`src/rtl/ecpf_pkg.sv`:
```
package ecpf_pkg;
  localparam int unsigned BYTE_W = 8;

  localparam int unsigned BIT_MODE_HI = 7;
  localparam int unsigned BIT_MODE_LO = 5;
  localparam int unsigned BIT_NERR    = 4;
  localparam int unsigned BIT_DMA     = 3;
  localparam int unsigned BIT_FLAG    = 2;
  localparam int unsigned BIT_FULL    = 1;
  localparam int unsigned BIT_EMPTY   = 0;

  typedef struct packed {
    logic [2:0] mode;
    logic       nerr_en;
    logic       dma_en;
    logic       svc_flag;
  } ctl_fields_t;

  localparam ctl_fields_t CTL_RESET = '{mode: 3'b000, nerr_en: 1'b1,
                                        dma_en: 1'b0, svc_flag: 1'b1};
endpackage

```
`src/rtl/ecpf_store.sv`:
```
module ecpf_store #(
  parameter int unsigned DEPTH = 16,
  parameter int unsigned DW    = 8,
  localparam int unsigned AW   = (DEPTH > 1) ? $clog2(DEPTH) : 1,
  localparam int unsigned CW   = $clog2(DEPTH + 1)
) (
  input  logic          clk,
  input  logic          rst_n,
  input  logic          push,
  input  logic [DW-1:0] push_data,
  input  logic          pop,
  output logic [DW-1:0] pop_data,
  output logic [CW-1:0] count,
  output logic          full,
  output logic          empty
);
  localparam logic [CW-1:0] CNT_MAX = CW'(DEPTH);
  localparam logic [AW-1:0] PTR_MAX = AW'(DEPTH - 1);

  logic [DW-1:0] mem [DEPTH];
  logic [AW-1:0] wr_ptr_q, wr_ptr_d, rd_ptr_q, rd_ptr_d;
  logic [CW-1:0] cnt_q, cnt_d;
  logic          do_push, do_pop;

  assign full     = (cnt_q == CNT_MAX);
  assign empty    = (cnt_q == '0);
  assign do_push  = push && !full;
  assign do_pop   = pop && !empty;
  assign pop_data = mem[rd_ptr_q];
  assign count    = cnt_q;

  always_comb begin
    wr_ptr_d = wr_ptr_q;
    rd_ptr_d = rd_ptr_q;
    cnt_d    = cnt_q;
    if (do_push) wr_ptr_d = (wr_ptr_q == PTR_MAX) ? '0 : wr_ptr_q + 1'b1;
    if (do_pop)  rd_ptr_d = (rd_ptr_q == PTR_MAX) ? '0 : rd_ptr_q + 1'b1;
    case ({do_push, do_pop})
      2'b10:   cnt_d = cnt_q + 1'b1;
      2'b01:   cnt_d = cnt_q - 1'b1;
      default: cnt_d = cnt_q;
    endcase
  end

  always_ff @(posedge clk or negedge rst_n) begin
    if (!rst_n) begin
      wr_ptr_q <= '0;
      rd_ptr_q <= '0;
      cnt_q    <= '0;
    end else begin
      wr_ptr_q <= wr_ptr_d;
      rd_ptr_q <= rd_ptr_d;
      cnt_q    <= cnt_d;
    end
  end

  always_ff @(posedge clk) begin
    if (do_push) mem[wr_ptr_q] <= push_data;
  end

  a_r2_no_overflow: assert property (@(posedge clk) disable iff (!rst_n)
    cnt_q <= CNT_MAX);
  a_r2_push_full_dropped: assert property (@(posedge clk) disable iff (!rst_n)
    (full && push && !pop) |=> full);
  a_r3_pop_empty_ignored: assert property (@(posedge clk) disable iff (!rst_n)
    (empty && pop && !push) |=> empty);
endmodule

```
`src/rtl/ecpf_svc.sv`:
```
module ecpf_svc #(
  parameter int unsigned DEPTH  = 16,
  parameter int unsigned WR_THR = 8,
  parameter int unsigned RD_THR = 8,
  localparam int unsigned CW    = $clog2(DEPTH + 1)
) (
  input  logic          dma_en,
  input  logic          svc_flag,
  input  logic          xfer_dir,
  input  logic          dma_tc,
  input  logic [CW-1:0] count,
  input  logic          full,
  input  logic          empty,
  output logic          svc_event,
  output logic          dma_req
);
  localparam logic [CW-1:0] CNT_MAX = CW'(DEPTH);
  localparam logic [CW-1:0] WR_LIM  = CW'(WR_THR);
  localparam logic [CW-1:0] RD_LIM  = CW'(RD_THR);

  logic [CW-1:0] free_cnt;
  logic          room_ok, fill_ok, port_ready;

  assign free_cnt   = CNT_MAX - count;
  assign room_ok    = (free_cnt >= WR_LIM);
  assign fill_ok    = (count >= RD_LIM);
  assign port_ready = xfer_dir ? !empty : !full;

  always_comb begin
    if (dma_en)        svc_event = dma_tc;
    else if (xfer_dir) svc_event = fill_ok;
    else               svc_event = room_ok;
  end

  assign dma_req = dma_en && !svc_flag && port_ready;
endmodule

```
`src/rtl/ecpf_ctl_reg.sv`:
```
module ecpf_ctl_reg
  import ecpf_pkg::*;
(
  input  logic              clk,
  input  logic              rst_n,
  input  logic              reg_we,
  input  logic [BYTE_W-1:0] reg_wdata,
  input  logic              svc_event,
  input  logic              full,
  input  logic              empty,
  output logic [BYTE_W-1:0] reg_rdata,
  output logic              dma_en,
  output logic              svc_flag,
  output logic              svc_irq
);
  ctl_fields_t cur_q, nxt_d;
  logic        hw_set, irq_q;

  assign hw_set = !cur_q.svc_flag && svc_event;

  always_comb begin
    nxt_d = cur_q;
    if (reg_we) begin
      nxt_d.mode     = reg_wdata[BIT_MODE_HI:BIT_MODE_LO];
      nxt_d.nerr_en  = reg_wdata[BIT_NERR];
      nxt_d.dma_en   = reg_wdata[BIT_DMA];
      nxt_d.svc_flag = reg_wdata[BIT_FLAG];
    end
    if (hw_set) nxt_d.svc_flag = 1'b1;
  end

  always_ff @(posedge clk or negedge rst_n) begin
    if (!rst_n) begin
      cur_q <= CTL_RESET;
      irq_q <= 1'b0;
    end else begin
      cur_q <= nxt_d;
      irq_q <= hw_set;
    end
  end

  assign reg_rdata = {cur_q.mode, cur_q.nerr_en, cur_q.dma_en,
                      cur_q.svc_flag, full, empty};
  assign dma_en    = cur_q.dma_en;
  assign svc_flag  = cur_q.svc_flag;
  assign svc_irq   = irq_q;

  a_r6_flag_holds: assert property (@(posedge clk) disable iff (!rst_n)
    (cur_q.svc_flag && !reg_we) |=> cur_q.svc_flag);
  a_r10_irq_single: assert property (@(posedge clk) disable iff (!rst_n)
    svc_irq |=> !svc_irq);
  a_r10_irq_has_flag: assert property (@(posedge clk) disable iff (!rst_n)
    svc_irq |-> cur_q.svc_flag);
endmodule

```
`src/rtl/ecp_fifo_ctl.sv`:
```
module ecp_fifo_ctl
  import ecpf_pkg::*;
#(
  parameter int unsigned DEPTH  = 16,
  parameter int unsigned WR_THR = 8,
  parameter int unsigned RD_THR = 8
) (
  input  logic              clk,
  input  logic              rst_n,
  input  logic              push,
  input  logic [BYTE_W-1:0] push_data,
  input  logic              pop,
  output logic [BYTE_W-1:0] pop_data,
  input  logic              reg_we,
  input  logic [BYTE_W-1:0] reg_wdata,
  output logic [BYTE_W-1:0] reg_rdata,
  input  logic              xfer_dir,
  input  logic              dma_tc,
  output logic              full,
  output logic              empty,
  output logic              svc_irq,
  output logic              dma_req
);
  localparam int unsigned CW = $clog2(DEPTH + 1);

  logic [CW-1:0] count;
  logic          dma_en, svc_flag, svc_event;

  ecpf_store #(.DEPTH(DEPTH), .DW(BYTE_W)) u_store (
    .clk(clk), .rst_n(rst_n), .push(push), .push_data(push_data),
    .pop(pop), .pop_data(pop_data), .count(count), .full(full), .empty(empty)
  );

  ecpf_svc #(.DEPTH(DEPTH), .WR_THR(WR_THR), .RD_THR(RD_THR)) u_svc (
    .dma_en(dma_en), .svc_flag(svc_flag), .xfer_dir(xfer_dir), .dma_tc(dma_tc),
    .count(count), .full(full), .empty(empty),
    .svc_event(svc_event), .dma_req(dma_req)
  );

  ecpf_ctl_reg u_ctl (
    .clk(clk), .rst_n(rst_n), .reg_we(reg_we), .reg_wdata(reg_wdata),
    .svc_event(svc_event), .full(full), .empty(empty),
    .reg_rdata(reg_rdata), .dma_en(dma_en), .svc_flag(svc_flag),
    .svc_irq(svc_irq)
  );

  a_r11_req_needs_clear_flag: assert property (@(posedge clk) disable iff (!rst_n)
    dma_req |-> (!reg_rdata[BIT_FLAG] && reg_rdata[BIT_DMA]));
  a_r2_full_empty_exclusive: assert property (@(posedge clk) disable iff (!rst_n)
    !(full && empty));
  a_r4_status_bits_track: assert property (@(posedge clk) disable iff (!rst_n)
    (reg_rdata[BIT_FULL] == full) && (reg_rdata[BIT_EMPTY] == empty));
endmodule

```
`config.mk`:
```
export PLATFORM = sky130hd
export DESIGN_NAME = ecp_fifo_ctl
export DESIGN_NICKNAME = d
export VERILOG_FILES = /design/src/rtl/ecpf_pkg.sv /design/src/rtl/ecpf_store.sv /design/src/rtl/ecpf_svc.sv /design/src/rtl/ecpf_ctl_reg.sv /design/src/rtl/ecp_fifo_ctl.sv
export SDC_FILE = /design/constraint.sdc
export NUM_CORES = 1
export LEC_CHECK = 0
export CORE_UTILIZATION = 55
export CTS_CLUSTER_DIAMETER = 200
export DETAILED_ROUTE_END_ITERATION = 8
export DONT_BUFFER_PORTS = 1
export PLACE_DENSITY = 0.73
export SLEW_MARGIN = 20
export SYNTH_ARGS = -nofsm -noshare
export SYNTH_HDL_FRONTEND = slang
export SYNTH_SLANG_ARGS = --single-unit
```
`constraint.sdc`:
```
create_clock -name clk -period 9.1 [get_ports clk]
set_clock_uncertainty 0.15 [all_clocks]
set_input_delay 1.365 -clock clk [delete_from_list [all_inputs] [get_ports clk]]
set_output_delay 1.365 -clock clk [all_outputs]
set_load 0.1 [all_outputs]
```
==> results by group, run 1 <==
Run status
  • Status: finished clean

Power and ir drop
  • Worst ir drop on vdd: 0.207 mV
  • Cell Pwr Density: 363 nW/um^2
  • Total Power: 2.47 mW
  • Static leakage: 2.29 nW

Global route
  • Initial antenna violation count: 0
  • Gr busiest metal: met2
  • Grt ovf: 0
  • Met2 usage: 35.3%
  • First-pass GRT wire length: 17600 um
  • Met3 usage: 7.23%
  • Grt met1 use: 28.9%
  • Total GRT Usage: 22.3%
  • Vias in the first global route: 3006
  • Largest net degree at the start of global routing: 37

STA
  • Slew @ Worst Pin: 1.08 ns
  • Max_slew headroom: 27.9%
  • Final hold viol count: 0
  • Min Tclk post-route: 4.54 ns
  • Period utilization: 49.9%
  • Max Fclk: 220 MHz
  • Final Setup Violations: 0
  • Pins over their slew limit: 0
  • Hold Slack: 0.383 ns
  • Unrepaired setup endpoints after global routing: false
  • Total negative slack: 0 ns

Cells and area
  • Most frequent cells in the layout: edfxtp_1 (128), mux4_2 (40), clkbuf_16 (17), dfrtp_1 (17), and2_1 (13)
  • # nets final: 342
  • FILL cells: 670
  • Antenna Cells: 0
  • Layout area overhead: 12.3%
  • Leading cell type in the layout, fill and taps excluded: edfxtp_1
  • Share of layout cells above drive strength 1: 27.3%

Clock network
  • CTS tree: yes
  • Clock Latency Late Sink: 0.52 ns
  • Cts repair resizes: 0
  • Root buf cell: clkbuf_8
  • Clock-pin slew on the worst setup and hold paths: 0.06 ns
  • Post-CTS Setup Inserts: 0
  • Clock Sinks: 148
  • H-Tree Depth: 4
  • CTS max path bufs: 2
  • Hold_buf cts: 0
  • CTS Buf Count: 17

Routing
  • WL final: 11400 um
  • Via count: 2802
  • DR DRC count: 0
  • DRT Pass-1 Iters: 4
  • Wire length per cell: 24.9 um
  • Antenna Nets Post-Route: 0
  • First DRT Iteration DRCs: 248
  • Vias per cell: 6.12

Logic synthesis
  • Mapped Avg Cell Area: 19.8 sq um
  • Sequential share of the synthesized area: 71.7%
  • Ys flop type: edfxtp_1
  • Ys Warns: 0
  • Syn Std Cell Area: 6060 sq um
  • Number of synthesized flops with an enable pin: 128
  • Synth cell types: 33
  • FF+latch count, synth: 148
  • Cell count after synthesis: 307
  • Async S/R FF share, synth: 13.5%
  • Mapped Nets: 340

Worst setup path
  • RR Startpoint: u_store.count[2]
  • Crit path required time: 7.59 ns
  • Crit path max fanout: 7
  • CP startpoint: u_store.count[2]
  • Worst path cell trace: nor4_1 > ha_2 > mux2_2 > nor3b_2 > clkbuf_16
  • Worst setup SP type: register
  • Worst path slowest cell: ha_2
  • Arrival @ worst endpoint: 3.03 ns
  • Worst setup EP type: output port
  • WS Path Type: reg2out
  • Critical path's largest stage delay: 1.01 ns

Floorplanning
  • Initial core utilization: 57.7%
  • Die area: 11500 sq um
  • Die height: 107 um
  • I/O pin count: 43
  • Total number of placement rows: 37
  • Core area: 10500 sq um
  • Width of the die: 107 um

Placement
  • IO Port Bufs: 0
  • Detail Placement HPWL: 6650 um
  • Gp weighted congestion: 0.796

Hold path
  • HP Class: in2async

Flow run
  • Max-Cap Viols: 0
## through the flow
step	cell area [sq um]	setup WS [ns]	std cells	utilization [%]
4_1_cts	6810	4.52	458	64.8
6_report	6810	4.56	458	64.8
5_1_grt	6810	4.44	458	64.8
2_1_floorplan	6060	3.71	307	-
3_5_place_dp	6170	5.09	426	58.7
3_3_place_gp	6170	5.09	426	58.7
## cells by family after synthesis
logic type,synth area share [%]
AOI/OAI and AO/OA,2.06
xor gates and xnor gates,1.44
adders and majority gates,2.06
buffers and inverters,2.29
DFF,71.7
muxes,16.5
and+or+nand+nor,3.96
## cells in the mapped netlist, drive strengths merged, types with 3 or more instances
| cell | count | share of area (%) |
|---|---|---|
| o21ai | 10 | 0.83 |
| buf | 10 | 1.3 |
| nor2 | 3 | 0.19 |
| nand2 | 6 | 0.37 |
| xnor2 | 5 | 0.72 |
| nor2b | 3 | 0.31 |
| inv | 6 | 0.37 |
| and3 | 4 | 0.41 |
| edfxtp | 128 | 63 |
| clkbuf | 10 | 0.62 |
| dfrtp | 18 | 7.4 |
| a21oi | 7 | 0.58 |
| and2 | 13 | 1.3 |
| xor2 | 5 | 0.72 |
| nand3 | 4 | 0.33 |
| mux4 | 40 | 15 |
| mux2 | 8 | 1.5 |
| ha | 10 | 2.1 |
## sequential cells by signal (all words and copies together), names as in the netlist
register	count
u_ctl.dma_en	1
u_ctl.svc_flag	1
u_store.count	5
u_store.wr_ptr_q	4
u_store.rd_ptr_q	4
u_store.mem	128
u_ctl.svc_irq	1
u_ctl.reg_rdata	4
## report_power, final
| part | switching [mW] | internal, mW | leakage (nW) | total, mW |
|---|---|---|---|---|
| Sequential | 0.107 | 0.826 | 1.39 | 0.934 |
| Combinational | 0.533 | 0.261 | 0.591 | 0.794 |
| Clock | 0.266 | 0.480 | 0.308 | 0.745 |
| Total | 0.906 | 1.57 | 2.29 | 2.47 |
## worst paths after layout
| check | end | slack [ns] | depth (start not counted) |
|---|---|---|---|
| setup / recovery | dma_req | 4.56 | 5 |
| hold / removal | u_store.wr_ptr_q[1] | 0.38 | 0 |
| setup reg to reg | u_store.count[4] | 5.14 | 11 |
| hold reg to reg | u_store.count[0] | 0.41 | 1 |
| max in group asynchronous | u_ctl.svc_flag | 8.24 | 0 |
| min in group clk | u_store.count[0] | 0.41 | 1 |
## critical path, delay by kind of cell, from the launching register on
kind	cells	cell delay [ns]
and+or+nand+nor	2	0.49
adders and majority gates	1	1.01
DFF	1	0.46
muxes	1	0.32
buffers and inverters	1	0.23
## layout make-up
type | instances | area [sq um] | area share (%)
clock buffer | 19 | 432 | 6.34
inverter | 6 | 22.5 | 0.331
timing repair buffer | 3 | 40.0 | 0.588
tap | 136 | 170 | 2.50
clock inverter | 13 | 206 | 3.03
sequential | 148 | 4350 | 63.9
multi-input combinational | 133 | 1590 | 23.3
## routing by layer
metal / routed length (um) / up-vias
li1: - / 1231
met1: 4410 / 1452
met2: 5910 / 106
met3: 929 / 13
met4: 165 / 0
met5: 0 / -
Power figures use the tool's default switching activity.
==> run 2, diff against run 1 <==
--- a/config.mk
+++ b/config.mk
@@ -9,7 +9,7 @@
 export CTS_CLUSTER_DIAMETER = 200
 export DETAILED_ROUTE_END_ITERATION = 8
 export DONT_BUFFER_PORTS = 1
-export PLACE_DENSITY = 0.73
+export PLACE_DENSITY = 0.76
 export SLEW_MARGIN = 20
 export SYNTH_ARGS = -nofsm -noshare
 export SYNTH_HDL_FRONTEND = slang
==> constraint.sdc (replaced) <==
create_clock -name clk -period 3.7 [get_ports clk]
set_clock_uncertainty 0.15 [all_clocks]
set_input_delay 0.555 -clock clk [delete_from_list [all_inputs] [get_ports clk]]
set_output_delay 0.555 -clock clk [all_outputs]
set_load 0.1 [all_outputs]
==> run 2 against run 1 <==
Effect of this change:
- sequential share of layout area is 0.45 points lower
- utilization is 0.46 points higher
- via count is 6.1% higher
- power is 140% higher
- first-iteration DRC count is 4.4% higher
- hold slack worse by 0.35 ns
- register-to-register slack worse by 4.5 ns
- combinational power grew to 2.5 times the previous value
- non-clock buffer count is 12 higher
- largest cell class unchanged
==> results by group, run 2 (synthesis results as in run 1) <==
Run status
  • Status: finished clean

Floorplanning
  • Die area: 11500 sq um (unchanged)
  • Width of the die: 107 um (unchanged)
  • Total number of placement rows: 37 (unchanged)
  • Die height: 107 um (unchanged)
  • I/O pin count: 43 (unchanged)
  • Initial core utilization: 57.7% (unchanged)
  • Core area: 10500 sq um (unchanged)

Placement
  • Gp weighted congestion: 0.824 (+3.5%)
  • Inst Count DP: 429 (+0.70%)
  • IO Port Bufs: 0 (unchanged)
  • Detail Placement HPWL: 6630 um (-0.29%)

Worst setup path
  • Worst setup EP type: output port
  • RR Startpoint: u_store.count[3]
  • WS Path Type: reg2out
  • Worst setup SP type: register
  • R2R setup slack: 0.67 ns (-4.47 ns)
  • Worst-case reg-to-reg path depth: 11 (unchanged)
  • R2r endpoint: u_store.count[4]
  • Crit path max fanout: 7 (unchanged)
  • Crit path required time: 2.99 ns (-4.60 ns)
  • Arrival @ worst endpoint: 2.80 ns (-0.23 ns)

Cells and area
  • Final Util: 65.2% (+0.46 points)
  • Top reg by flops: u_store.mem
  • Share of layout cells above drive strength 1: 27.2% (-0.084 points)
  • Antenna Cells: 0 (unchanged)
  • Layout area overhead: 13.1%
  • Most frequent cells in the layout: edfxtp_1 (128), mux4_2 (40), dfrtp_1 (17)
  • Max FFs per register: 128 (unchanged)
  • Leading cell type in the layout, fill and taps excluded: edfxtp_1
  • # nets final: 354 (+3.5%)
  • Final non-filler cell total: 470 (+2.6%)

STA
  • Final hold viol count: 0 (unchanged)
  • Slew @ Worst Pin: 0.960 ns (-0.121 ns)
  • Max_slew headroom: 35.8% (+7.8 points)
  • Period utilization: 94.8%
  • Unrepaired setup endpoints after global routing: false
  • Max Fclk: 285 MHz
  • Total negative slack: 0 ns (unchanged)
  • Pins over their slew limit: 0 (unchanged)
  • Hold Slack: 0.0317 ns (-0.351 ns)
  • Final Setup Violations: 0 (unchanged)
  • Min Tclk post-route: 3.51 ns

Power and ir drop
  • Clk network pwr share: 27.7% (-2.4 points)
  • Switching portion of total power: 38.5% (+1.9 points)
  • Static leakage: 2.30 nW (+0.40%)
  • Worst ir drop on vdd: 0.638 mV (+210%)
  • Sequential Power Share: 38.5% (+0.8 points)
  • Internal Power: 3.66 mW (+130%)
  • Cell Pwr Density: 868 nW/um^2 (+140%)
  • Comb pwr share: 33.8% (+1.7 points)
  • Psw: 2.29 mW (+150%)
  • Total Power: 5.95 mW (+140%)

Global route
  • Initial antenna violation count: 1 (+1)
  • Total GRT Usage: 22.6% (+0.31 points)
  • Vias in the first global route: 3041 (+1.2%)
  • Largest net degree at the start of global routing: 37 (unchanged)
  • Grt ovf: 0 (unchanged)
  • First-pass GRT wire length: 17700 um (+0.55%)

Flow run
  • Max-Cap Viols: 0 (unchanged)

Hold path
  • Hold EP: u_ctl.dma_en
  • Hold depth: 1
  • Hold Path Origin: reg_wdata[3]
  • HP Class: in2reg

Clock network
  • Post-CTS Setup Inserts: 0 (unchanged)
  • Root buf cell: clkbuf_8
  • Cts repair resizes: 0 (unchanged)
  • CTS tree: yes
  • H-Tree Depth: 4 (unchanged)
  • CTS max path bufs: 2 (unchanged)
  • Clock Sinks: 148 (unchanged)
  • Clock Latency Late Sink: 0.52 ns (about the same)
  • CTS Buf Count: 17 (unchanged)
  • Clock-pin slew on the worst setup and hold paths: 0.06 ns (about the same)

Routing
  • Vias per cell: 6.33 (+3.4%)
  • DRT Pass-1 Iters: 5 (+1)
  • DR DRC count: 0 (unchanged)
  • Antenna Nets Post-Route: 0 (unchanged)
  • Wire length per cell: 25.2 um (+1.2%)
  • Via count: 2974 (+6.1%)
  • WL final: 11800 um (+3.8%)
  • First DRT Iteration DRCs: 259 (+4.4%)
-- run 2: changes by cell type in the layout (fill, tap and decap cells not counted) --
cell | previous run | this run
buf_4 | 2 | 5
clkbuf_8 | 2 | 1
dlygate4sd3_1 | 0 | 9
bufinv_16 | 5 | 2
clkbuf_16 | 17 | 16
nor3b_4 | 0 | 1
inv_6 | 0 | 3
clkinvlp_4 | 2 | 5
buf_12 | 0 | 1
clkinv_2 | 3 | 1
nor3b_2 | 1 | 0
-- run 2: how the worst max path moves through the flow --
stage / from / end / slack, ns / depth (start not counted)
after global routing: u_store.count[2] / dma_req / 0.08 / 6
after CTS: u_store.count[2] / dma_req / 0.16 / 6
after floorplan: u_store.count[3] / u_store.count[4] / 0.11 / 14
after global placement: u_store.count[3] / dma_req / 0.77 / 6
final: u_store.count[3] / dma_req / 0.19 / 6
after detailed placement: u_store.count[2] / dma_req / 0.73 / 6
-- run 2: timing repair --
item / 4_1_cts / 5_1_grt
hold endpoints to repair: 148 / 0
endpoints found under the setup margin: 0 / 0
hold buffers: 9 / 0
-- run 2: metrics by stage --
step,area [sq um],setup WS [ns]
floorplan,6070,0.109
global route,6860,0.0835
finish,6860,0.191
global placement,6190,0.769
CTS,6860,0.164
detailed placement,6190,0.728
-- run 2: worst max-delay path: stages (launching register included) --
cell and delay, ns:
dfrtp_1 0.46, nor4_1 0.46, ha_2 0.28, buf_4 0.48, mux2_2 0.30, nor3b_4 0.05
buf_4 0.25
-- run 2: power groups by stage --
stage	registers (mW)	clock network, mW	logic (mW)
global route	2.32	1.73	2.12
finish	2.29	1.65	2.01
global placement	2.30	0	1.97
detailed placement	2.32	0	1.99
floorplan	2.19	0	1.84
CTS	2.29	1.67	2.03
-- run 2: area by class of cell --
class / instances / area (sq um)
timing repair buffer: 15 / 148
tap: 136 / 170
clock buffer: 18 / 418
inverter: 6 / 22.5
fill: 648 / 3650
sequential: 148 / 4350
clock inverter: 14 / 155
multi-input combinational: 133 / 1600
-- run 2: layer usage --
metal / wire length, um / vias up / part of all wire (%) / GRT usage [%]
met3: 691 / 23 / 5.8 / 6.50
met4: 224 / 2 / 1.9 / 8.61
li1: - / 1256 / - / -
met1: 4750 / 1577 / 40 / 29.2
met2: 6170 / 116 / 52 / 36.7
met5: 10 / - / 0.084 / 0
==> run 3, diff against run 2 <==
--- a/config.mk
+++ b/config.mk
@@ -10,7 +10,9 @@
 export DETAILED_ROUTE_END_ITERATION = 8
 export DONT_BUFFER_PORTS = 1
 export PLACE_DENSITY = 0.76
+export RECOVER_POWER = 50
 export SLEW_MARGIN = 20
 export SYNTH_ARGS = -nofsm -noshare
 export SYNTH_HDL_FRONTEND = slang
+export SYNTH_HIERARCHICAL = 1
 export SYNTH_SLANG_ARGS = --single-unit
==> constraint.sdc (replaced) <==
create_clock -name clk -period 3.7 [get_ports clk]
set_clock_uncertainty 0.15 [all_clocks]
set_input_delay 0.37 -clock clk [delete_from_list [all_inputs] [get_ports clk]]
set_output_delay 0.37 -clock clk [all_outputs]
set_load 0.1 [all_outputs]
==> run 3 against run 2 <==
Effect of this change:
- register-to-register slack better by 0.07 ns
- largest cell class unchanged
- first-iteration DRC count is 0.39% higher
- clock power hardly changed
- largest power group unchanged
- synthesized cell count is 10% higher
- sequential cell count stayed put
- cell count is 12% higher
- wire length is 1.3% higher
- clock-buffer cell count is 6 higher
- die area is 1.6% higher
- power is 8.6% higher
==> results by group, run 3 <==
Logic synthesis
  • Synth area leader: edfxtp_1
  • Synth cell types: 47 (+42%)
  • Ys flop type: edfxtp_1
  • FF+latch count, synth: 148 (unchanged)
  • Most common cell in the netlist: edfxtp_1
  • Mapped Avg Cell Area: 18.2 sq um (-8.0%)
  • Ys Warns: 6 (+6)
  • Area contributors post-synth: edfxtp_1 (62%), mux4_2 (8.8%), dfrtp_1 (7.3%)
  • Mapped Nets: 372 (+9.4%)
  • Most common library cells after synthesis: edfxtp_1 (128), mux2i_1 (25), mux4_2 (24)
  • Number of synthesized flops with an enable pin: 128 (unchanged)
  • Async S/R FF share, synth: 13.5% (unchanged)
  • Share of the synthesized area in the top cell type: 62.4% (-1.0 points)
  • Cell count after synthesis: 339 (+10%)
  • Sequential share of the synthesized area: 70.5% (-1.1 points)
  • Syn Std Cell Area: 6160 sq um (+1.6%)

Cells and area
  • Most frequent cells in the layout: edfxtp_1 (128), mux2i_1 (25), mux4_2 (24)
  • Share of layout cells above drive strength 1: 25.6% (-1.7 points)
  • Final Cell Area: 7220 sq um (+5.3%)
  • Leading cell type in the layout, fill and taps excluded: edfxtp_1
  • # nets final: 407 (+15%)
  • Max FFs per register: 128 (unchanged)
  • Final Util: 66.3% (+1.1 points)
  • Top reg by flops: u_store/mem
  • Multi-input logic area: 1730 sq um (+8.6%)
  • Layout area overhead: 17.2%
  • Final non-filler cell total: 528 (+12%)
  • FF+latch area: 4350 sq um (about the same)
  • FILL cells: 728 (+12%)

STA
  • Max_slew headroom: 31.1% (-4.6 points)
  • Hold Slack: 0.207 ns (+0.176 ns)
  • Period utilization: 90.4% (-4.4 points)
  • Final Setup Violations: 0 (unchanged)
  • Slew @ Worst Pin: 1.03 ns (+0.0725 ns)
  • Min Tclk post-route: 3.35 ns (-0.163 ns)
  • Unrepaired setup endpoints after global routing: false
  • Final WS setup: 0.354 ns (+0.163 ns)
  • Final hold viol count: 0 (unchanged)
  • Pins over their slew limit: 0 (unchanged)
  • Total negative slack: 0 ns (unchanged)
  • Max Fclk: 299 MHz (+4.9%)

Global route
  • Vias in the first global route: 3342 (+9.9%)
  • Grt met1 use: 29.9% (+0.67 points)
  • Total GRT Usage: 23.1% (+0.46 points)
  • Grt ovf: 0 (unchanged)
  • Met3 usage: 6.90% (+0.40 points)
  • First-pass GRT wire length: 18600 um (+5.2%)
  • Gr busiest metal: met2
  • Largest net degree at the start of global routing: 35 (-5.4%)
  • Met2 usage: 37.2% (+0.50 points)
  • Initial antenna violation count: 1 (unchanged)

Hold path
  • Hold Path Origin: xfer_dir
  • Hold EP: u_ctl/svc_irq
  • HP Class: in2reg
  • Hold depth: 3 (+2)

Floorplanning
  • Core area: 10900 sq um (+3.6%)
  • Die height: 108 um (+0.80%)
  • Initial core utilization: 56.6% (-1.1 points)
  • Width of the die: 108 um (+0.80%)
  • I/O pin count: 43 (unchanged)
  • Total number of placement rows: 38 (+2.7%)
  • Die area: 11600 sq um (+1.6%)

Worst setup path
  • Arrival @ worst endpoint: 2.83 ns (+0.03 ns)
  • R2R setup slack: 0.74 ns (+0.07 ns)
  • WS Path Type: reg2out
  • Worst setup EP type: output port
  • CP startpoint: u_store/rd_ptr_q[1]
  • Worst setup SP type: register
  • Crit path required time: 3.18 ns (+0.19 ns)
  • RR Startpoint: u_store/count[1]
  • Crit path max fanout: 34 (+27)
  • R2r endpoint: u_store/count[4]
  • Worst-case reg-to-reg path depth: 8 (-3)

Routing
  • Vias per cell: 6.01 (-5.1%)
  • WL final: 12000 um (+1.3%)
  • DRT Pass-1 Iters: 4 (-1)
  • First DRT Iteration DRCs: 260 (+0.39%)
  • Wire length per cell: 22.7 um (-9.8%)
  • Via count: 3172 (+6.7%)
  • DR DRC count: 0 (unchanged)
  • Antenna Nets Post-Route: 0 (unchanged)

Placement
  • Area after DPL: 6390 sq um (+3.2%)
  • Gp weighted congestion: 0.724 (-12%)
  • Inst Count DP: 472 (+10%)
  • Dpl ws: 0.742 ns (+0.0143 ns)
  • IO Port Bufs: 0 (unchanged)
  • Detail Placement HPWL: 7440 um (+12%)

Clock network
  • CTS max path bufs: 2 (unchanged)
  • Clock Latency Late Sink: 0.53 ns (about the same)
  • Root buf cell: clkbuf_8
  • Cts repair resizes: 0 (unchanged)
  • CTS tree: yes
  • Clock-pin slew on the worst setup and hold paths: 0.06 ns (about the same)
  • Clock Sinks: 148 (unchanged)
  • CTS Buf Count: 17 (unchanged)
  • H-Tree Depth: 4 (unchanged)

Flow run
  • Max-Cap Viols: 0 (unchanged)

Power and ir drop
  • Cell Pwr Density: 895 nW/um^2 (+3.1%)
  • Static leakage: 2.51 nW (+9.2%)
  • Total Power: 6.46 mW (+8.6%)
  • Worst ir drop on vdd: 1.39 mV (+120%)

Run status
  • Status: finished clean
## run 3: cell types whose count changed after synthesis, sizes merged, moves of 6 or more
cell and delta:
a22oi +7, mux4 -16, a32oi +7, buf +6, mux2i +24, and2 -11
nor2 +12
## run 3: worst max path at each step
stage,to,slack (ns)
2_1_floorplan,dma_req,0.28
3_3_place_gp,u_store/count[4],0.77
3_5_place_dp,u_store/count[4],0.74
4_1_cts,pop_data[1],0.30
5_1_grt,pop_data[4],0.27
6_report,pop_data[4],0.35
## run 3: layout make-up
class                      count  area share [%]
timing repair buffer          37            4.77
inverter                       4           0.208
clock inverter                 8           0.780
tap                          140            2.43
antenna                        1          0.0347
sequential                   148            60.2
clock buffer                  24            7.56
multi-input combinational    166            24.0
## run 3: worst max-delay path, cell delays in order (launching register included)
cell and delay (ns):
dfrtp_2 0.98, buf_4 0.35, mux4_2 0.36, a32oi_1 0.25, o21ai_2 0.09, buf_4 0.24
## run 3: cell families after synthesis
family | share of synthesized area, %
XOR/XNOR | 0.853
buffers and inverters | 2.35
multiplexers | 14.9
AO/OA/AOI/OAI | 5.05
AND/OR/NAND/NOR | 4.16
adder cells (fa/ha/maj) | 2.15
flip-flops | 70.5
## run 3: power breakdown
part | internal (mW) | switching (mW) | leakage [nW]
clock | 1.02 | 0.655 | 0.298
sequential | 2.04 | 0.400 | 1.39
combinational | 0.827 | 1.52 | 0.822
total | 3.88 | 2.58 | 2.51
## run 3: repair_timing
item | CTS | global route
endpoints found under the hold margin | 159 | 0
hold buffers | 23 | 0
setup buffers | 0 | 0
## run 3: metal layers
| layer | routed length, um | up-vias | part of all wire [%] |
|---|---|---|---|
| met2 | 6200 | 99 | 52 |
| met4 | 168 | 0 | 1.4 |
| li1 | - | 1421 | - |
| met5 | 0 | - | 0 |
| met1 | 5010 | 1635 | 42 |
| met3 | 628 | 17 | 5.2 |
